--- config.mk ---
export PLATFORM = sky130hd
export DESIGN_NAME = pause_frame_detector
export DESIGN_NICKNAME = d
export VERILOG_FILES = /design/src/rtl/pfd_pkg.sv /design/src/rtl/pfd_byte_counter.sv /design/src/rtl/pfd_hdr_match.sv /design/src/rtl/pfd_result.sv /design/src/rtl/pause_frame_detector.sv
export SDC_FILE = /design/constraint.sdc
export NUM_CORES = 1
export LEC_CHECK = 0
export BUFFER_PORTS_ARGS = -buffer_cell sky130_fd_sc_hd__buf_2
export CAP_MARGIN = 30
export CORE_MARGIN = 4
export CORE_UTILIZATION = 50
export CTS_CLUSTER_SIZE = 16
export DETAILED_ROUTE_END_ITERATION = 6
export PLACE_DENSITY_LB_ADDON = 0.05
export SKIP_LAST_GASP = 1
export SLEW_MARGIN = 20
export SYNTH_ARGS = -nofsm -noshare
export SYNTH_HDL_FRONTEND = slang
export SYNTH_SLANG_ARGS = --single-unit
export TNS_END_PERCENT = 10
--- constraint.sdc ---
create_clock -name clk -period 5.4 [get_ports clk]
set_clock_uncertainty 0.15 [all_clocks]
set_input_delay 1.08 -clock clk [delete_from_list [all_inputs] [get_ports clk]]
set_output_delay 1.08 -clock clk [all_outputs]
set_load 0.02 [all_outputs]
--- src/rtl/pfd_pkg.sv ---
// Shared constants and helpers for the pause frame detector.
// Assumes byte 0 is the first byte of the destination address.
package pfd_pkg;
    localparam int HDR_LEN    = 18;   // bytes needed to hold the pause time
    localparam int TIME_HI    = 16;
    localparam int TIME_LO    = 17;
    localparam int TIME_W     = 16;
    localparam logic [47:0] CTRL_DA   = 48'h0180_C200_0001;
    localparam logic [15:0] CTRL_TYPE = 16'h8808;
    localparam logic [15:0] PAUSE_OP  = 16'h0001;

    // True for byte positions whose value is fixed in a pause frame
    function automatic logic is_fixed(input int idx);
        return (idx >= 0 && idx < 6) || (idx >= 12 && idx < 16);
    endfunction

    // Expected value at a fixed byte position, high byte first
    function automatic logic [7:0] fixed_val(input int idx);
        logic [47:0] da_sh;
        logic [15:0] w_sh;
        da_sh = '0;
        w_sh  = '0;
        if (idx >= 0 && idx < 6) begin
            da_sh = CTRL_DA >> (8 * (5 - idx));
            return da_sh[7:0];
        end else if (idx == 12 || idx == 13) begin
            w_sh = CTRL_TYPE >> (8 * (13 - idx));
            return w_sh[7:0];
        end else if (idx == 14 || idx == 15) begin
            w_sh = PAUSE_OP >> (8 * (15 - idx));
            return w_sh[7:0];
        end
        return 8'h00;
    endfunction
endpackage

--- src/rtl/pfd_byte_counter.sv ---
// Gives the position of the current byte in its frame.
// The count saturates at LIMIT. A start strobe forces position zero.
// Assumes rx_sof comes together with rx_valid.
module pfd_byte_counter #(
    parameter int LIMIT = 18,
    parameter int CNT_W = $clog2(LIMIT + 1)
) (
    input  logic             clk,
    input  logic             rst_n,
    input  logic             sof,
    input  logic             valid,
    output logic [CNT_W-1:0] idx,
    output logic [CNT_W-1:0] count
);
    localparam logic [CNT_W-1:0] LIM = CNT_W'(LIMIT);

    // Position of the byte present this cycle
    always_comb idx = sof ? '0 : count;

    // Count of bytes seen so far in the open frame
    always_ff @(posedge clk) begin
        if (!rst_n)
            count <= '0;
        else if (valid)
            count <= (idx == LIM) ? LIM : idx + 1'b1;
        else if (sof)
            count <= '0;
    end
endmodule

--- src/rtl/pfd_hdr_match.sv ---
// Compares the fixed header positions against the pause frame pattern.
// Captures the pause time from bytes 16 and 17.
// The mismatch flag is sticky until the next start strobe.
module pfd_hdr_match
    import pfd_pkg::*;
#(
    parameter int CNT_W = 5
) (
    input  logic              clk,
    input  logic              rst_n,
    input  logic              sof,
    input  logic              valid,
    input  logic [7:0]        data,
    input  logic [CNT_W-1:0]  idx,
    output logic              mismatch,
    output logic [TIME_W-1:0] ptime
);
    logic byte_bad;

    // Wrong value at a fixed position
    always_comb byte_bad = is_fixed(int'(idx)) && (data != fixed_val(int'(idx)));

    // Sticky mismatch, cleared when a new frame starts
    always_ff @(posedge clk) begin
        if (!rst_n)
            mismatch <= 1'b0;
        else if (valid)
            mismatch <= (sof ? 1'b0 : mismatch) | byte_bad;
        else if (sof)
            mismatch <= 1'b0;
    end

    // Capture the two pause time bytes, high byte first
    always_ff @(posedge clk) begin
        if (!rst_n)
            ptime <= '0;
        else if (valid && int'(idx) == TIME_HI)
            ptime[15:8] <= data;
        else if (valid && int'(idx) == TIME_LO)
            ptime[7:0] <= data;
    end
endmodule

--- src/rtl/pfd_result.sv ---
// Turns the parse state into the end-of-frame verdict.
// All outputs are registered pulses that appear the cycle after rx_eof.
// An end strobe only counts when a frame is open.
module pfd_result
    import pfd_pkg::*;
(
    input  logic              clk,
    input  logic              rst_n,
    input  logic              sof,
    input  logic              eof,
    input  logic              len_ok,
    input  logic              mismatch,
    input  logic              crc_ok,
    input  logic              flow_en,
    input  logic              pass_all,
    input  logic [TIME_W-1:0] ptime_in,
    output logic              done,
    output logic              is_ctrl,
    output logic              deliver,
    output logic              ctrl_evt,
    output logic              req,
    output logic [TIME_W-1:0] ptime_out
);
    logic armed;
    logic ctrl_now;
    logic close;

    // Verdict terms for the frame being closed
    always_comb begin
        ctrl_now = !mismatch && len_ok && crc_ok;
        close    = eof && armed;
    end

    // Tracks whether a frame is open
    always_ff @(posedge clk) begin
        if (!rst_n)   armed <= 1'b0;
        else if (sof) armed <= 1'b1;
        else if (eof) armed <= 1'b0;
    end

    // One-cycle verdict pulses
    always_ff @(posedge clk) begin
        if (!rst_n) begin
            done     <= 1'b0;
            is_ctrl  <= 1'b0;
            deliver  <= 1'b0;
            ctrl_evt <= 1'b0;
            req      <= 1'b0;
        end else begin
            done     <= close;
            is_ctrl  <= close && ctrl_now;
            deliver  <= close && (!ctrl_now || pass_all);
            ctrl_evt <= close && ctrl_now;
            req      <= close && ctrl_now && flow_en;
        end
    end

    // Pause time presented with the request
    always_ff @(posedge clk) begin
        if (!rst_n)
            ptime_out <= '0;
        else if (close && ctrl_now && flow_en)
            ptime_out <= ptime_in;
    end
endmodule

--- src/rtl/pause_frame_detector.sv ---
// Top of the pause frame detector. It counts byte positions, checks the
// header, and gives a verdict at the end of each frame.
// Assumes rx_eof comes in a cycle with no byte and no start strobe.
module pause_frame_detector
    import pfd_pkg::*;
#(
    parameter int MIN_LEN = HDR_LEN,
    parameter int CNT_W   = $clog2(MIN_LEN + 1)
) (
    input  logic              clk,
    input  logic              rst_n,
    input  logic              rx_sof,
    input  logic              rx_valid,
    input  logic [7:0]        rx_data,
    input  logic              rx_eof,
    input  logic              rx_crc_ok,
    input  logic              cfg_rx_flow,
    input  logic              cfg_pass_all,
    output logic              frame_done,
    output logic              frame_is_ctrl,
    output logic              frame_deliver,
    output logic              ctrl_event,
    output logic              pause_req,
    output logic [TIME_W-1:0] pause_time
);
    logic [CNT_W-1:0]  idx;
    logic [CNT_W-1:0]  count;
    logic              mismatch;
    logic [TIME_W-1:0] ptime;
    logic              len_ok;

    // Enough bytes seen to hold the pause time
    always_comb len_ok = (count >= CNT_W'(MIN_LEN));

    pfd_byte_counter #(.LIMIT(MIN_LEN), .CNT_W(CNT_W)) cnt_i (
        .clk(clk), .rst_n(rst_n), .sof(rx_sof), .valid(rx_valid),
        .idx(idx), .count(count)
    );

    pfd_hdr_match #(.CNT_W(CNT_W)) match_i (
        .clk(clk), .rst_n(rst_n), .sof(rx_sof), .valid(rx_valid),
        .data(rx_data), .idx(idx), .mismatch(mismatch), .ptime(ptime)
    );

    pfd_result res_i (
        .clk(clk), .rst_n(rst_n), .sof(rx_sof), .eof(rx_eof),
        .len_ok(len_ok), .mismatch(mismatch), .crc_ok(rx_crc_ok),
        .flow_en(cfg_rx_flow), .pass_all(cfg_pass_all), .ptime_in(ptime),
        .done(frame_done), .is_ctrl(frame_is_ctrl), .deliver(frame_deliver),
        .ctrl_evt(ctrl_event), .req(pause_req), .ptime_out(pause_time)
    );
endmodule

==> results of run 1 <==
-- sequential cells by signal (all words and copies together) (netlist names) --
signal            flops
match_i.mismatch      1
res_i.done            1
cnt_i.count           5
match_i.ptime        16
res_i.deliver         1
res_i.is_ctrl         1
res_i.req             1
res_i.armed           1
res_i.ptime_out      16
-- tightest hold or removal path, stage by stage, from the launching register on --
cell and delay, ns:
dfxtp_1 0.33, mux2i_1 0.06, nor2b_1 0.09
-- per-layer routing --
metal | vias up | global-route usage, % | part of all wire [%]
met4 | 0 | 5.64 | 0.33
met1 | 701 | 20.4 | 46
met2 | 42 | 27.0 | 48
li1 | 730 | - | -
met5 | - | 0 | 0
met3 | 2 | 4.07 | 6.1
-- worst paths after layout --
path,start,end,slack (ns),depth (start not counted)
worst min register to register,res_i.ptime_out[4],res_i.ptime_out[4],0.37,2
worst max-delay path,rx_sof,match_i.mismatch,2.75,8
worst max register to register,cnt_i.count[2],res_i.ptime_out[10],2.85,5
worst min-delay path,res_i.ptime_out[4],res_i.ptime_out[4],0.37,2
-- cells in the mapped netlist (2+ instances only) --
cell type	instances	area share [%]
buf_6	2	1.1
xnor2_1	2	0.87
dfxtp_1	43	43
buf_2	3	0.75
nand2b_1	2	0.62
or3_1	2	0.62
nand4_1	2	0.62
and3_1	2	0.62
nor4_1	2	0.62
mux2i_1	32	16
nor3_1	2	0.50
and2_1	3	0.93
nand2_1	6	1.1
clkbuf_1	5	0.93
a21oi_1	3	0.75
ha_1	3	1.9
nor2b_1	35	11
xor2_1	5	2.2
o21ai_0	4	1.0
o211ai_1	2	0.75
buf_4	4	1.5
or4_1	2	0.75
o21a_1	3	1.1
nor2_1	5	0.93
nand3_1	2	0.50
-- cell families after synthesis --
logic type,Yosys count,share of synthesized area [%]
AND/OR/NAND/NOR,75,23.8
flip-flops,43,42.8
multiplexers,32,15.9
AO/OA/AOI/OAI,20,7.22
buffers and inverters,16,5.23
XOR/XNOR,7,3.05
adder cells (fa/ha/maj),3,1.87
-- per-stage QoR --
step / hold slack [ns] / setup slack [ns]
global route: 0.392 / 2.56
floorplan: 0.332 / 2.83
detailed placement: 0.349 / 2.44
global placement: 0.344 / 2.48
finish: 0.366 / 2.75
CTS: 0.369 / 2.73
-- where the power goes --
group	leakage (nW)	switching, mW	internal, mW
logic	0.497	0.0168	0.0153
registers	0.347	0.00346	0.319
clock network	0.0440	0.108	0.0885
total	0.888	0.128	0.423
-- final cells by class --
type | instances | area (µm²) | area share [%]
multi-input cells | 137 | 1040 | 46.8
flip-flops and latches | 43 | 861 | 38.6
repair buffers | 36 | 180 | 8.08
clock buffers | 5 | 68.8 | 3.08
well taps | 48 | 60.1 | 2.69
clock inverters | 2 | 13.8 | 0.617
inverters | 1 | 3.75 | 0.168
==> impl_metrics.ini, run 1 <==
[yosys]
syn_nets = 215
synth_cell_type_count = 45
synthCells = 196
synth-edff-count = 0
avgSynthCellArea_um2 = 10.3
ys_seq_elements = 43
syn_area_mm2 = 0.00201
async_flop_share_pct = 0
yosys_warnings = 0
yosysSeqAreaShare_pct = 42.8
synthFlopType = dfxtp_1

[setup_path]
timing.critical_path.cells = buf_2 -> nand2b_1 -> ha_1 -> nor4b_1 -> a22oi_1 -> xnor2_1 -> a2111oi_2 -> a21oi_1
worstPathRequired_ns = 5.43
end_kind = register
path_buf_inv = 1
critPathSlowestCell = nor4b_1
critPathMaxFanout = 13
worstPathArrival_ns = 2.67
start_kind = primary input
slowest_delay_ns = 0.28
crit_type = in2reg
cp_top_family = simple AND/OR/NAND/NOR gates

[sta]
setup-tns-final_ns = 0
finalCritPeriodShare_pct = 49.0
period_needed_ns = 2.65
slew_headroom_pct = 36.4
setup_viol = 0
fmax_mhz = 378
maxSlewViolCount = 0
hold_violations = 0
max_slew.worst_pin.slew_ns = 0.954
grt_setup_unrepaired = no

[clocking]
cts_tree = done
clock_path_buffers = 2
cts-resized-gates = 0
clock_latency_ns = 0.29
h-tree-depth = 2
path_clk_slew_ns = 0.08
numCtsBuffers = 5
cts-hold-fix-buffers = 0
postCtsSetupRepairBufs = 0
cts.sinks = 43
cts-root-buf = clkbuf_8

[power]
p_per_area_mw_per_mm2 = 247
static-leakage-power_nw = 0.888
vdd_drop_max_uv = 192
fin_total_pwr_mw = 0.551

[placement]
io_buffers = 36
placed_area_mm2 = 0.00215
gp_congestion = 0.841
hpwlAfterDp_mm = 2.84
dp.cells = 265

[drt]
wl_per_cell_um = 14.6
drc = 0
viasPerCell = 5.42
drt-initial-drc-count = 104
num_vias = 1475
ant_nets = 0
wirelength_mm = 3.97
firstDrtPassIters = 4

[grt]
grt_antenna_before_repair = 0
grt_start_max_net_pins = 40
grt_use_total_pct = 16.2
grt_pass1_vias = 1404
grt_pass1_wl_mm = 6.69
grt_overflow = 0

[cells_and_area]
area.growth.synth_to_final_pct = 11.0
layout_commonest_cell = dfxtp_1
drive_gt1_share_pct = 21.9
utilization_pct = 59.2
final_cell_mix = dfxtp_1 (43), buf_2 (36), nor2b_1 (35), mux2i_1 (32), nand2_1 (6)
finalNonFillerCells = 272
final_nets = 243
design_area_mm2 = 0.00223
n_fill_cell = 325
diodes = 0

[hold_path]
hp-class = reg2reg

[floorplanning]
rows = 22
die_w_um = 71.4
fp.dieH_um = 71.4
ios = 37
die-area_mm2 = 0.00510
start_util_pct = 53.3
coreArea_mm2 = 0.00377

[run]
maxCapViolCount = 0

[run_status]
status = finished, final reports clean
No activity file was read; power rests on OpenSTA's default activity.
==> run 2: changes to the inputs <==
- CORE_UTILIZATION: 50 -> 49
- clock period: 5.4 -> 2.38 ns (I/O delays scaled with it)
==> impl_metrics.ini, run 2 (same netlist as run 1, synthesis figures left out) <==
[run_status]
status = finished, final reports clean

[clocking]
clock_path_buffers = 2
cts-hold-fix-buffers = 0
path_clk_slew_ns = 0.08
h-tree-depth = 2
numCtsBuffers = 5
cts-root-buf = clkbuf_8
cts.sinks = 43
cts_tree = done
clock_latency_ns = 0.29

[setup_path]
crit_type = in2reg
worstPathArrival_ns = 2.20
critPathMaxFanout = 13
ff2ff_setup_slack_ns = 0.30
worstPathRequired_ns = 2.40
end_kind = register
start_kind = primary input

[sta]
worst_slack_ns = 0.194
setup-tns-final_ns = 0
fmax_mhz = 457
finalCritPeriodShare_pct = 91.8
max_slew.worst_pin.slew_ns = 0.597
hold_violations = 0
slew_headroom_pct = 60.2
maxSlewViolCount = 0
period_needed_ns = 2.19
grt_setup_unrepaired = no
setup_viol = 0

[grt]
grt_antenna_before_repair = 0
grt_use_total_pct = 16.7
grt_pass1_wl_mm = 6.76
grt_pass1_vias = 1450
grt_start_max_net_pins = 25
grt_overflow = 0

[drt]
drt-initial-drc-count = 159
drc = 0
wirelength_mm = 4.05
wl_per_cell_um = 14.5
firstDrtPassIters = 4
ant_nets = 0
num_vias = 1491
viasPerCell = 5.33

[cells_and_area]
final_cell_mix = dfxtp_1 (42), buf_2 (36), nor2b_1 (35), mux2i_1 (32), nand2_1 (6)
utilization_pct = 58.3
final_nets = 248
design_area_mm2 = 0.00231
layout_commonest_cell = dfxtp_1
diodes = 0
finalNonFillerCells = 280
area.growth.synth_to_final_pct = 15.2
drive_gt1_share_pct = 24.3
reg_top3 = match_i.ptime (16), res_i.ptime_out (16), cnt_i.count (5)

[power]
power.switching_mw = 0.299
p_per_area_mw_per_mm2 = 593
combPwrFrac_pct = 5.9
p_seq_share_pct = 53.0
p_sw_share_pct = 21.8
p_int_mw = 1.07
vdd_drop_max_uv = 433
static-leakage-power_nw = 0.930
p_clk_share_pct = 41.0

[floorplanning]
die_w_um = 72.0
die-area_mm2 = 0.00519
ios = 37
rows = 23
start_util_pct = 50.6
fp.dieH_um = 72.0
coreArea_mm2 = 0.00397

[placement]
dp.cells = 272
io_buffers = 36
place_ws_ns = 0.0377
gp_congestion = 0.928
hpwlAfterDp_mm = 2.91
placed_area_mm2 = 0.00220

[run]
maxCapViolCount = 0

[hold_path]
hp-class = in2reg
[run 2: power by group through the flow]
| stage | registers (mW) | clock network (mW) | logic (mW) |
|---|---|---|---|
| after floorplan | 0.744 | 0 | 0.0503 |
| after global placement | 0.745 | 0 | 0.0793 |
| after detailed placement | 0.745 | 0 | 0.0799 |
| after CTS | 0.728 | 0.578 | 0.0811 |
| after global routing | 0.728 | 0.613 | 0.0893 |
| final | 0.728 | 0.563 | 0.0813 |
[run 2: layout make-up]
type | count | area, µm²
fill | 345 | 1660
multi-input combinational | 137 | 1040
sequential | 43 | 862
timing repair buffer | 41 | 230
clock buffer | 5 | 68.8
tap | 50 | 62.6
clock inverter | 3 | 43.8
inverter | 1 | 3.75
[run 2: repair_timing]
action / 4_1_cts / 5_1_grt
resized for setup: 0 / 1
endpoints found under the setup margin: 0 / 1
setup buffers: 0 / 0
[run 2: metrics by stage]
| step | hold WS [ns] | total power [mW] |
|---|---|---|
| 2_1_floorplan | 0.332 | 0.794 |
| 6_report | 0.271 | 1.37 |
| 3_3_place_gp | 0.342 | 0.824 |
| 5_1_grt | 0.264 | 1.43 |
| 3_5_place_dp | 0.351 | 0.824 |
| 4_1_cts | 0.265 | 1.39 |
[run 2: final timing paths]
kind                              end  depth (start not counted)           startpoint
setup / recovery     match_i.mismatch                          8               rx_sof
hold / removal              res_i.req                          2          cfg_rx_flow
setup reg to reg  res_i.ptime_out[10]                          6       cnt_i.count[2]
hold reg to reg   res_i.ptime_out[15]                          2  res_i.ptime_out[15]
[run 2: metal layers]
| layer | wire length, µm | global-route usage [%] |
|---|---|---|
| met1 | 1850 | 21.0 |
| met2 | 1890 | 25.7 |
| met3 | 255 | 6.37 |
| met4 | 56 | 6.89 |
| met5 | 0 | 0 |
[run 2: critical path, stage by stage]
cell and delay, ns:
buf_2 0.21, nand2b_1 0.25, ha_1 0.27, nor4b_1 0.32, a22oi_1 0.15, xnor2_1 0.16, a2111oi_2 0.25, a21oi_1 0.11
==> run 3: changes to the inputs <==
- ABC_AREA: unset -> 0
- CORE_UTILIZATION: 49 -> 50
- clock period: 2.38 -> 2.26 ns (I/O delays scaled with it)
==> impl_metrics.ini, run 3 (same netlist as run 1, synthesis figures left out) <==
[drt]
drt-initial-drc-count = 126
ant_nets = 0
firstDrtPassIters = 4
wirelength_mm = 4.04
wl_per_cell_um = 14.4
viasPerCell = 5.31
num_vias = 1491
drc = 0

[clocking]
h-tree-depth = 2
cts-hold-fix-buffers = 0
cts.sinks = 43
cts-root-buf = clkbuf_8
postCtsSetupRepairBufs = 0
numCtsBuffers = 5
cts-resized-gates = 0
cts_tree = done
clock_latency_ns = 0.30
clock_path_buffers = 2
path_clk_slew_ns = 0.08

[floorplanning]
ios = 37
rows = 22
fp.dieH_um = 71.4
coreArea_mm2 = 0.00377
start_util_pct = 53.3
die-area_mm2 = 0.00510
die_w_um = 71.4

[power]
p_sw_share_pct = 23.3
fin_total_pwr_mw = 1.33
p_per_area_mw_per_mm2 = 576
power.switching_mw = 0.310
p_seq_share_pct = 57.7
p_clk_share_pct = 35.8
p_int_mw = 1.02
combPwrFrac_pct = 6.5
static-leakage-power_nw = 0.929
vdd_drop_max_uv = 398

[grt]
grtUsageMet1_pct = 21.0
grt_start_max_net_pins = 23
grt_use_total_pct = 16.8
use_met3_pct = 5.19
grt_antenna_before_repair = 0
grt_pass1_vias = 1442
use_met2_pct = 27.3
grt_pass1_wl_mm = 6.76
grt.busiest_layer = met2
grt_overflow = 0

[cells_and_area]
diodes = 0
final_cell_mix = dfxtp_1 (43), buf_2 (36), nor2b_1 (35), mux2i_1 (32), buf_4 (7)
layout_commonest_cell = dfxtp_1
design_area_mm2 = 0.00231
final_nets = 251
n_fill_cell = 327
drive_gt1_share_pct = 24.5
area.growth.synth_to_final_pct = 14.8
reg_top3 = match_i.ptime (16), res_i.ptime_out (16), cnt_i.count (5)

[sta]
period_needed_ns = 2.11
grt_setup_unrepaired = no
slew_headroom_pct = 70.8
maxSlewViolCount = 0
fmax_mhz = 473
hold_violations = 0
finalCritPeriodShare_pct = 93.5
max_slew.worst_pin.slew_ns = 0.438
setup_viol = 0
worst_slack_ns = 0.148
setup-tns-final_ns = 0

[placement]
placed_area_mm2 = 0.00222
io_buffers = 36
place_ws_ns = 0.0344
hpwlAfterDp_mm = 3.02
gp_congestion = 0.991

[setup_path]
crit_type = reg2reg
end_kind = register
start_kind = register
critPathMaxFanout = 12
worstPathRequired_ns = 2.29
worstPathArrival_ns = 2.14

[hold_path]
hp-class = in2reg

[run]
maxCapViolCount = 0

[run_status]
status = finished, final reports clean
-- run 3: cell count changes in the layout (fill, tap and decap cells not counted), sizes merged --
cell      before  now
clkbuf         5    6
clkinvlp       0    1
clkinv         2    1
bufinv         1    0
buf           41   44
-- run 3: worst max-delay path, stage by stage, from the launching register on --
cell and delay [ns]:
dfxtp_1 0.59, nand2b_2 0.17, ha_1 0.26, nor4bb_1 0.30
a31o_2 0.20, o22ai_1 0.07, xor2_1 0.18, a21oi_1 0.09
-- run 3: worst paths after layout --
path	cells after the start	startpoint	slack [ns]	endpoint
max reg2reg	7	cnt_i.count[1]	0.15	match_i.mismatch
min reg2reg	2	res_i.ptime_out[6]	0.36	res_i.ptime_out[6]
max	7	cnt_i.count[1]	0.15	match_i.mismatch
min	2	cfg_pass_all	0.23	res_i.deliver
-- run 3: layer usage --
metal | wire (µm) | vias to the layer above
met3 | 296 | 6
met2 | 1910 | 47
met5 | 0 | -
li1 | - | 753
met1 | 1780 | 685
met4 | 51 | 0
-- run 3: layout make-up --
class	count	area [µm²]	area share (%)
multi-input cells	137	1040	45.3
flip-flops and latches	43	861	37.3
repair buffers	44	253	11.0
clock buffers	6	72.6	3.15
well taps	48	60.1	2.60
clock inverters	2	12.5	0.543
inverters	1	3.75	0.163
-- run 3: power by group through the flow --
stage,Combinational [mW],Sequential [mW],Clock (mW)
after floorplan,0.0530,0.784,0
after global placement,0.0845,0.784,0
after detailed placement,0.0860,0.784,0
after CTS,0.0862,0.766,0.486
after global routing,0.0940,0.767,0.524
final,0.0860,0.766,0.476
-- run 3: stage by stage --
step                      std cells  hold WS, ns  util (%)
after floorplan                 196        0.332         -
after global placement          273        0.340      58.9
after detailed placement        273        0.348      58.9
after CTS                       281        0.230      61.1
after global routing            281        0.222      61.1
final                           281        0.231      61.1
